File: config.mk
export PLATFORM = sky130hd
export DESIGN_NAME = uart_core
export DESIGN_NICKNAME = d
export VERILOG_FILES = /design/src/rtl/uart_pkg.sv /design/src/rtl/uart_tx.sv /design/src/rtl/uart_rx.sv /design/src/rtl/uart_core.sv
export SDC_FILE = /design/constraint.sdc
export NUM_CORES = 1
export LEC_CHECK = 0
export BUFFER_PORTS_ARGS = -buffer_cell sky130_fd_sc_hd__buf_2
export CORE_MARGIN = 2
export CORE_UTILIZATION = 53
export DETAILED_ROUTE_END_ITERATION = 12
export PLACE_DENSITY = 0.75
export SLEW_MARGIN = 25
export SYNTH_ARGS = -nofsm -noshare
export SYNTH_HDL_FRONTEND = slang
export SYNTH_SLANG_ARGS = --single-unit
export TNS_END_PERCENT = 30
File: constraint.sdc
create_clock -name clk -period 1.55 [get_ports clk]
set_input_delay 0.31 -clock clk [delete_from_list [all_inputs] [get_ports clk]]
set_output_delay 0.31 -clock clk [all_outputs]
set_load 0.01 [all_outputs]
File: src/rtl/uart_pkg.sv
`timescale 1ns/1ps
package uart_pkg;
  typedef enum logic [2:0] {
    RX_WAIT,
    RX_IDLE,
    RX_START,
    RX_DATA,
    RX_STOP
  } rx_state_t;

  localparam int CTL_TI    = 0;
  localparam int CTL_RI    = 1;
  localparam int CTL_TB8   = 2;
  localparam int CTL_RB8   = 3;
  localparam int CTL_MODE9 = 4;
  localparam int CTL_OVR   = 5;

  localparam logic ADDR_CTL  = 1'b0;
  localparam logic ADDR_DATA = 1'b1;
endpackage

File: src/rtl/uart_tx.sv
`timescale 1ns/1ps
module uart_tx #(
  parameter int DATA_W = 8,
  parameter int OSR    = 16
) (
  input  logic              clk,
  input  logic              rst_n,
  input  logic              tick,
  input  logic              load,
  input  logic              mode9,
  input  logic              bit9,
  input  logic [DATA_W-1:0] din,
  output logic              txd,
  output logic              done
);
  localparam int SH_W = DATA_W + 2;
  localparam int CW   = $clog2(OSR);

  logic [SH_W-1:0] sh_q, sh_d, sh_next;
  logic            busy_q, busy_d;
  logic            start_q, start_d;
  logic [CW-1:0]   cnt_q, cnt_d;

  // remaining bits after one shift; all zero means the stop bit has gone out
  assign sh_next = sh_q >> 1;

  always_comb begin
    sh_d    = sh_q;
    busy_d  = busy_q;
    start_d = start_q;
    cnt_d   = cnt_q;
    done    = 1'b0;
    if (load) begin
      sh_d    = mode9 ? {1'b1, bit9, din} : {1'b0, 1'b1, din};
      busy_d  = 1'b1;
      start_d = 1'b1;
      cnt_d   = '0;
    end else if (busy_q && tick) begin
      if (cnt_q == CW'(OSR - 1)) begin
        cnt_d = '0;
        if (start_q) begin
          start_d = 1'b0;
        end else begin
          sh_d = sh_next;
          if (sh_next == '0) begin
            busy_d = 1'b0;
            done   = 1'b1;
          end
        end
      end else begin
        cnt_d = cnt_q + 1'b1;
      end
    end
  end

  always_ff @(posedge clk or negedge rst_n) begin
    if (!rst_n) begin
      sh_q    <= '0;
      busy_q  <= 1'b0;
      start_q <= 1'b0;
      cnt_q   <= '0;
    end else begin
      sh_q    <= sh_d;
      busy_q  <= busy_d;
      start_q <= start_d;
      cnt_q   <= cnt_d;
    end
  end

  assign txd = !busy_q || (!start_q && sh_q[0]);
endmodule

File: src/rtl/uart_rx.sv
`timescale 1ns/1ps
module uart_rx
  import uart_pkg::*;
#(
  parameter int DATA_W = 8,
  parameter int OSR    = 16
) (
  input  logic              clk,
  input  logic              rst_n,
  input  logic              tick,
  input  logic              rxd,
  input  logic              mode9,
  output logic              done,
  output logic              stop_ok,
  output logic [DATA_W-1:0] data,
  output logic              bit9
);
  localparam int CW  = $clog2(OSR);
  localparam int IW  = $clog2(DATA_W + 1);
  localparam int MID = OSR / 2 - 1;

  rx_state_t       st_q, st_d;
  logic [CW-1:0]   cnt_q, cnt_d;
  logic [IW-1:0]   idx_q, idx_d;
  logic [DATA_W:0] sh_q, sh_d;
  logic            s1_q, s2_q;
  logic [IW-1:0]   last_idx;

  assign last_idx = mode9 ? IW'(DATA_W) : IW'(DATA_W - 1);

  always_comb begin
    st_d    = st_q;
    cnt_d   = cnt_q;
    idx_d   = idx_q;
    sh_d    = sh_q;
    done    = 1'b0;
    stop_ok = 1'b0;
    case (st_q)
      RX_WAIT: if (s2_q) st_d = RX_IDLE;
      RX_IDLE: begin
        cnt_d = '0;
        if (tick && !s2_q) st_d = RX_START;
      end
      RX_START: if (tick) begin
        if (cnt_q == CW'(MID)) begin
          cnt_d = '0;
          idx_d = '0;
          st_d  = s2_q ? RX_IDLE : RX_DATA;
        end else begin
          cnt_d = cnt_q + 1'b1;
        end
      end
      RX_DATA: if (tick) begin
        if (cnt_q == CW'(OSR - 1)) begin
          cnt_d = '0;
          sh_d  = {s2_q, sh_q[DATA_W:1]};
          idx_d = idx_q + 1'b1;
          if (idx_q == last_idx) st_d = RX_STOP;
        end else begin
          cnt_d = cnt_q + 1'b1;
        end
      end
      RX_STOP: if (tick) begin
        if (cnt_q == CW'(OSR - 1)) begin
          done    = 1'b1;
          stop_ok = s2_q;
          st_d    = s2_q ? RX_IDLE : RX_WAIT;
        end else begin
          cnt_d = cnt_q + 1'b1;
        end
      end
      default: st_d = RX_IDLE;
    endcase
  end

  always_ff @(posedge clk or negedge rst_n) begin
    if (!rst_n) begin
      st_q  <= RX_IDLE;
      cnt_q <= '0;
      idx_q <= '0;
      sh_q  <= '0;
      s1_q  <= 1'b1;
      s2_q  <= 1'b1;
    end else begin
      st_q  <= st_d;
      cnt_q <= cnt_d;
      idx_q <= idx_d;
      sh_q  <= sh_d;
      s1_q  <= rxd;
      s2_q  <= s1_q;
    end
  end

  assign data = mode9 ? sh_q[DATA_W-1:0] : sh_q[DATA_W:1];
  assign bit9 = sh_q[DATA_W];
endmodule

File: src/rtl/uart_core.sv
`timescale 1ns/1ps
module uart_core
  import uart_pkg::*;
#(
  parameter int DATA_W = 8,
  parameter int OSR    = 16
) (
  input  logic              clk,
  input  logic              rst_n,
  input  logic              baud_tick,
  input  logic              bus_addr,
  input  logic              bus_wr,
  input  logic [DATA_W-1:0] bus_wdata,
  output logic [DATA_W-1:0] bus_rdata,
  input  logic              irq_en,
  output logic              irq,
  input  logic              rxd,
  output logic              txd
);
  logic ti_q, ti_d, ri_q, ri_d, tb8_q, tb8_d, rb8_q, rb8_d;
  logic mode9_q, mode9_d, ovr_q, ovr_d;
  logic [DATA_W-1:0] rbuf_q, rbuf_d, ctl_rd;
  logic wr_ctl, wr_dat, tx_done, rx_done, rx_stop_ok, rx_bit9, rx_good;
  logic [DATA_W-1:0] rx_data;

  assign wr_ctl  = bus_wr && (bus_addr == ADDR_CTL);
  assign wr_dat  = bus_wr && (bus_addr == ADDR_DATA);
  assign rx_good = rx_done && rx_stop_ok;

  uart_tx #(.DATA_W(DATA_W), .OSR(OSR)) u_tx (
    .clk(clk), .rst_n(rst_n), .tick(baud_tick), .load(wr_dat),
    .mode9(mode9_q), .bit9(tb8_q), .din(bus_wdata),
    .txd(txd), .done(tx_done)
  );

  uart_rx #(.DATA_W(DATA_W), .OSR(OSR)) u_rx (
    .clk(clk), .rst_n(rst_n), .tick(baud_tick), .rxd(rxd),
    .mode9(mode9_q), .done(rx_done), .stop_ok(rx_stop_ok),
    .data(rx_data), .bit9(rx_bit9)
  );

  // hardware events win over a same-cycle software write
  always_comb begin
    ti_d    = tx_done ? 1'b1 : (wr_ctl ? bus_wdata[CTL_TI] : ti_q);
    ri_d    = rx_good ? 1'b1 : (wr_ctl ? bus_wdata[CTL_RI] : ri_q);
    ovr_d   = (rx_good && ri_q) ? 1'b1 : (wr_ctl ? bus_wdata[CTL_OVR] : ovr_q);
    tb8_d   = wr_ctl ? bus_wdata[CTL_TB8]   : tb8_q;
    mode9_d = wr_ctl ? bus_wdata[CTL_MODE9] : mode9_q;
    rb8_d   = rx_good ? (mode9_q && rx_bit9) : rb8_q;
    rbuf_d  = rx_good ? rx_data : rbuf_q;
  end

  always_ff @(posedge clk or negedge rst_n) begin
    if (!rst_n) begin
      ti_q    <= 1'b0;
      ri_q    <= 1'b0;
      tb8_q   <= 1'b0;
      rb8_q   <= 1'b0;
      mode9_q <= 1'b0;
      ovr_q   <= 1'b0;
      rbuf_q  <= '0;
    end else begin
      ti_q    <= ti_d;
      ri_q    <= ri_d;
      tb8_q   <= tb8_d;
      rb8_q   <= rb8_d;
      mode9_q <= mode9_d;
      ovr_q   <= ovr_d;
      rbuf_q  <= rbuf_d;
    end
  end

  always_comb begin
    ctl_rd            = '0;
    ctl_rd[CTL_TI]    = ti_q;
    ctl_rd[CTL_RI]    = ri_q;
    ctl_rd[CTL_TB8]   = tb8_q;
    ctl_rd[CTL_RB8]   = rb8_q;
    ctl_rd[CTL_MODE9] = mode9_q;
    ctl_rd[CTL_OVR]   = ovr_q;
  end

  assign bus_rdata = (bus_addr == ADDR_DATA) ? rbuf_q : ctl_rd;
  assign irq       = irq_en && (ti_q || ri_q);
endmodule

==> results of run 1 <==
## cell usage after synthesis (2+ instances only)
cell type	n
dfrtp_1	49
nand2_1	34
o21ai_0	23
mux2i_1	20
mux2_2	11
a21oi_1	8
mux2_4	8
nand3_1	8
nor2_1	6
clkbuf_1	5
inv_1	5
o21ai_1	5
buf_4	4
nor3_1	4
a22o_1	3
buf_2	3
buf_6	3
dfstp_2	3
ha_1	3
nand4_1	3
nor2b_1	3
or3_1	3
and2_1	2
nand2_2	2
nand2b_1	2
o21a_1	2
or2_2	2
## power by group through the flow
stage	logic (µW)	clock network [µW]	registers, µW
floorplan	893	0	1750
global placement	1210	0	1780
detailed placement	1260	0	1790
CTS	1290	843	1780
global route	1500	896	1810
finish	1370	822	1790
## layout make-up
type                    instances  area [µm²]
fillers                       414        1770
multi-input cells             179        1350
flip-flops and latches         52        1310
repair buffers                 52         378
well taps                      70        87.6
clock buffers                   6        82.6
inverters                       6        22.5
clock inverters                 2        15.0
## routing by layer
metal  routed length [µm]  part of all wire, %  track usage [%]
met2                 2610                   48             32.5
met3                  185                  3.4             3.97
met5                    0                    0                0
met4                   97                  1.8             7.02
met1                 2520                   46             27.4
## sequential cells by signal, indices dropped and copies added, names as in the netlist, 3 cells and up
name        flops
u_rx.st_q       3
u_tx.sh_q      10
rbuf_q          8
u_rx.cnt_q      4
u_rx.sh_q       9
u_rx.idx_q      4
u_tx.cnt_q      4
## cell families (layout without fill, tap and decap cells)
logic type               after synthesis  in the layout
AO/OA/AOI/OAI                         57             57
XOR/XNOR                               2              2
adder cells (fa/ha/maj)                3              3
buffers and inverters                 22             66
flip-flops                            52             52
multiplexers                          39             39
AND/OR/NAND/NOR                       78             78
## per-stage QoR
| stage | setup slack, ns | std cells | TNS (ns) | hold slack, ns |
|---|---|---|---|---|
| floorplan | -0.0485 | 253 | -0.388 | 0.0144 |
| global placement | -0.0121 | 359 | -0.0121 | 0.214 |
| detailed placement | -0.0745 | 359 | -0.553 | 0.217 |
| CTS | -0.0220 | 367 | -0.0272 | 0.0840 |
| global route | -0.0896 | 367 | -1.39 | 0.0778 |
| finish | -0.0428 | 367 | -0.157 | 0.0926 |
## path summary, 6_finish.rpt
path	endpoint	cells after the start	slack, ns	start
worst max register to register	u_rx.st_q[2]$_DFFE_PN0P_	6	-0.04	u_rx.cnt_q[1]$_DFFE_PN0P_
min in group asynchronous	u_tx.cnt_q[1]$_DFFE_PN0P_	2	0.41	rst_n
worst max-delay path	u_rx.st_q[2]$_DFFE_PN0P_	6	-0.04	u_rx.cnt_q[1]$_DFFE_PN0P_
worst min-delay path	u_rx.s1_q$_DFF_PN1_	1	0.09	rxd
max in group asynchronous	u_rx.s1_q$_DFF_PN1_	3	0.62	rst_n
worst min register to register	u_rx.s2_q$_DFF_PN1_	0	0.36	u_rx.s1_q$_DFF_PN1_
## what timing repair did
action / in CTS / in global routing
pin swaps: 1 / 1
endpoints found under the hold margin: 9 / 0
setup endpoints to repair: 17 / 36
hold buffers: 1 / 0
gates resized for setup: 8 / 13
## worst register-to-register path: stages (launching register included)
cell	delay, ns
dfrtp_1	0.40
ha_2	0.20
and3_4	0.19
buf_4	0.15
a21oi_2	0.17
o21ai_2	0.10
a32o_1	0.28
==> results.yml, run 1 <==
outcome:
  status: "complete, but fails checks"
  violations: "negative setup slack"
clocking:
  clk-insertion-delay-late_ns: 0.31
  clk_pin_slew_ns: 0.09
  cts_tree: "yes"
  cts_setup_buffers: 0
  htree_levels: 2
  ctsLongestPathBuffers: 2
  cts.sinks: 52
  root_buffer: "clkbuf_8"
  cts_buffers: 5
timing:
  tightest_slew_ns: 0.305
  maxSlewViolCount: 0
  max_freq_ghz: 0.628
  timing.final.ws_setup_ns: -0.0428
  grt_setup_unrepaired: "true"
  setup_viol_count_final: 11
  skew_ns: 0.00679
  slew-limit-headroom_pct: 79.7
  final_hold_viol_count: 0
  period_minus_slack_ns: 1.59
  finalCritPeriodShare_pct: 103
final_layout:
  n_antenna_cell: 0
  final_common_cell: "dfrtp_1"
  area_growth_pct: 19.7
  final_util_pct: 64.7
  final_cell_mix: "dfrtp_1, nand2_1, buf_2, buf_4"
  final_nets: 314
  drive_gt1_share_pct: 36.0
  finalInstanceArea_mm2: 0.00324
pwr:
  clkPwrFrac_pct: 20.6
  seq_power_share_pct: 44.9
  p_int_uw: 2660
  comb_power_share_pct: 34.4
  switching_power_uw: 1320
  power_leakage_uw: 0.00143
  p_sw_share_pct: 33.2
  peakVddDrop_uv: 604
  report.power.total_uw: 3980
  p_per_area_mw_per_mm2: 1230
worst_setup_path:
  crit_type: "flip-flop to flip-flop"
  path_cells: "ha_2 -> and3_4 -> buf_4 -> a21oi_2 -> o21ai_2 -> a32o_1"
  cp_max_fo: 5
  slowest_delay_ns: 0.40
  crit_buf_inv: 1
  arrival_ns: 1.79
  cp-start-kind: "flip-flop"
  cp_top_family: "compound AO/OA/AOI/OAI gates"
  endpoint_kind: "flip-flop"
  required_ns: 1.75
  slowest_stage: "dfrtp_1"
logic_synthesis:
  synth_seq_cells: 52
  syn_inst: 253
  synth_ff_type: "dfrtp_1"
  yosys.area_share.simple_pct: 14.7
  synth_xor_area_share_pct: 0.647
  synth_largest_area_cell: "dfrtp_1"
  netlist_area_mm2: 0.00271
  synth-edff-count: 0
  synth.avg_cell_area_um2: 10.7
  synth_compound_area_share_pct: 14.0
  synth_top_area_share_pct: 45.3
  ys_async_sr_fraction_pct: 100
  yosysUniqueCellTypes: 56
  yosysWarnings: 0
  synthTopCellsByArea: "dfrtp_1, mux2i_1, nand2_1, mux2_2, mux2_4"
  synthAdderAreaFrac_pct: 1.39
  muxShareOfSynthArea_pct: 16.4
  yosysSeqAreaShare_pct: 48.2
  syn_nets: 271
  synth_top_family_by_area: "multiplexers"
floorplan:
  dieArea_mm2: 0.00570
  die_y_um: 75.5
  ios: 25
  die_w_um: 75.5
  rows: 26
  core_mm2: 0.00501
  start_util_pct: 54.0
global_route:
  grtUsageTotal_pct: 20.2
  grt_max_degree: 33
  grt_pass1_wl_um: 8570
  grt_pass1_vias: 1833
  gr-total-overflow: 0
  antenna_found_initial: 0
route:
  vias: 2005
  first_pass_iters: 4
  drtIter0Drc: 59
  ant_nets: 0
  viasPerCell: 5.46
  wl_um: 5410
  drc_errors: 0
  wire_per_inst_um: 14.7
placement:
  globalplace.congestion: 0.875
  port_buffers: 24
  dpl.hpwl_um: 3790
  dpl_cell_area_mm2: 0.00307
flow_run:
  maxCapViolCount: 0
min_path:
  hp-class: "input port to flip-flop"
(Power assumes the default switching activity.)
==> inputs of run 2 (changes only) <==
Settings changed: CAP_MARGIN set to 20, CORE_UTILIZATION 53 to 55, CTS_BUF_LIST set to sky130_fd_sc_hd__clkbuf_4, PLACE_DENSITY 0.75 to 0.78, TNS_END_PERCENT 30 to unset.
==> results.yml, run 2 (synthesis results as in run 1) <==
worst_setup_path:
  r2r_end: "rbuf_q[2]$_DFFE_PN0P_"
  crit_top_cell: "buf_6"
  rr_startpoint: "u_rx.cnt_q[1]$_DFFE_PN0P_"
  arrival_ns: 1.87
  crit_type: "flip-flop to flip-flop"
  r2r_setup_slack_ns: -0.03
  slowest_delay_ns: 0.42
  slowest_stage: "dfrtp_1"
  cp-start-kind: "flip-flop"
  ff2ff_path_depth: 8
  endpoint_kind: "flip-flop"
  required_ns: 1.84
  path_cells: "ha_4 -> and3_4 -> buf_6 -> nand4_1 -> buf_6 -> clkbuf_16 -> nand2_1 -> o21ai_1"
  cp_max_fo: 6
clocking:
  cts_buffers: 5
  root_buffer: "clkbuf_4"
  ctsLongestPathBuffers: 2
  clk_pin_slew_ns: 0.16
  cts_tree: "yes"
  htree_levels: 2
  clk-insertion-delay-late_ns: 0.38
  cts.sinks: 52
global_route:
  gr-total-overflow: 0
  grt_pass1_wl_um: 8590
  antenna_found_initial: 0
  grtUsageTotal_pct: 20.1
  grt_pass1_vias: 1944
  grt_max_degree: 53
final_layout:
  largest_reg_flops: 10
  fin_cells: 378
  area_growth_pct: 28.1
  final_cell_mix: "dfrtp_1, buf_4, nand2_1, mux2i_1, buf_2"
  final_common_cell: "dfrtp_1"
  fill_cells: 292
  top_register: "u_tx.sh_q"
  top_regs: "u_tx.sh_q x10, u_rx.sh_q x9, rbuf_q x8"
  final_util_pct: 73.4
  final_nets: 328
  drive_gt1_share_pct: 43.4
  n_antenna_cell: 0
floorplan:
  die_w_um: 74.2
  die_y_um: 74.2
  start_util_pct: 57.3
  core_mm2: 0.00472
  rows: 25
  dieArea_mm2: 0.00550
  ios: 25
outcome:
  violations: "negative setup slack"
  status: "complete, but fails checks"
min_path:
  hold_depth: 3
  hold_end: "u_tx.sh_q[7]$_DFFE_PN0P_"
  hp-start: "bus_wdata[7]"
  hp-class: "input port to flip-flop"
timing:
  skew_ns: 0.0177
  final_hold_viol_count: 0
  slew-limit-headroom_pct: 81.7
  timing.final.ws_setup_ns: -0.0275
  finalCritPeriodShare_pct: 102
  grt_setup_unrepaired: "true"
  tightest_slew_ns: 0.267
  holdWs_ns: 0.127
  period_minus_slack_ns: 1.58
  setup_viol_count_final: 5
  max_freq_ghz: 0.634
  maxSlewViolCount: 0
flow_run:
  maxCapViolCount: 0
route:
  wl_um: 5820
  viasPerCell: 5.54
  drtIter0Drc: 114
  vias: 2096
  wire_per_inst_um: 15.4
  first_pass_iters: 4
  drc_errors: 0
  ant_nets: 0
placement:
  place_inst: 356
  dp_slack_ns: -0.0811
  globalplace.congestion: 0.906
  dpl.hpwl_um: 3730
  port_buffers: 24
pwr:
  peakVddDrop_uv: 716
  power_leakage_uw: 0.00154
  p_per_area_mw_per_mm2: 1130
## run 2: worst max-delay path: cells and delay by family (launching register included)
family | cells | cell delay [ns]
fa+ha+maj | 1 | 0.16
buf+inv | 3 | 0.47
flops | 1 | 0.42
compound gates | 1 | 0.06
simple gates | 3 | 0.40
## run 2: layout make-up
type                    count  area, µm²  share of cell area (%)
multi-input cells         179       1440                    41.5
flip-flops and latches     52       1310                    37.7
repair buffers             66        556                    16.0
well taps                  67       83.8                    2.42
clock buffers               6       45.0                    1.30
inverters                   6       22.5                   0.650
clock inverters             2       16.3                   0.469
## run 2: per-stage QoR
| step | total power (µW) | instance area, µm² | TNS, ns |
|---|---|---|---|
| 3_5_place_dp | 3050 | 3050 | -0.735 |
| 3_3_place_gp | 3000 | 3050 | -0.311 |
| 4_1_cts | 3750 | 3190 | -0.0366 |
| 2_1_floorplan | 2640 | 2720 | -0.388 |
| 6_report | 3910 | 3470 | -0.0515 |
| 5_1_grt | 4150 | 3470 | -1.95 |
## run 2: routing by layer
| metal | global-route usage, % | vias up | share of wire, % |
|---|---|---|---|
| met5 | 0 | - | 0 |
| met4 | 6.06 | 0 | 1.3 |
| met3 | 4.61 | 9 | 3.2 |
| met2 | 31.9 | 38 | 50 |
| met1 | 27.8 | 1031 | 46 |
| li1 | - | 1018 | - |
## run 2: power breakdown
part	leakage, µW	switching (µW)	internal (µW)
Clock	0.0000319	440	199
Combinational	0.000856	686	790
Sequential	0.000651	217	1580
Total	0.00154	1340	2570
## run 2: worst max-delay path by stage
stage / cells past startpoint / from / endpoint / slack, ns
6_report: 8 / u_rx.cnt_q[1]$_DFFE_PN0P_ / rbuf_q[2]$_DFFE_PN0P_ / -0.03
5_1_grt: 8 / u_rx.cnt_q[1]$_DFFE_PN0P_ / rbuf_q[2]$_DFFE_PN0P_ / -0.15
4_1_cts: 6 / u_rx.cnt_q[0]$_DFFE_PN0P_ / u_rx.sh_q[0]$_DFFE_PN0P_ / -0.01
3_5_place_dp: 6 / u_rx.cnt_q[0]$_DFFE_PN0P_ / u_rx.sh_q[1]$_DFFE_PN0P_ / -0.08
3_3_place_gp: 6 / u_rx.cnt_q[1]$_DFFE_PN0P_ / u_rx.sh_q[6]$_DFFE_PN0P_ / -0.05
2_1_floorplan: 7 / u_rx.cnt_q[0]$_DFFE_PN0P_ / u_rx.sh_q[0]$_DFFE_PN0P_ / -0.05
## run 2: repair_timing
item	4_1_cts	5_1_grt
resized for setup	12	51
pin swaps	5	11
gates cloned	0	4
hold buffers	1	1
hold endpoints to repair	49	1
buffers inserted	3	5
setup endpoints to repair	22	41
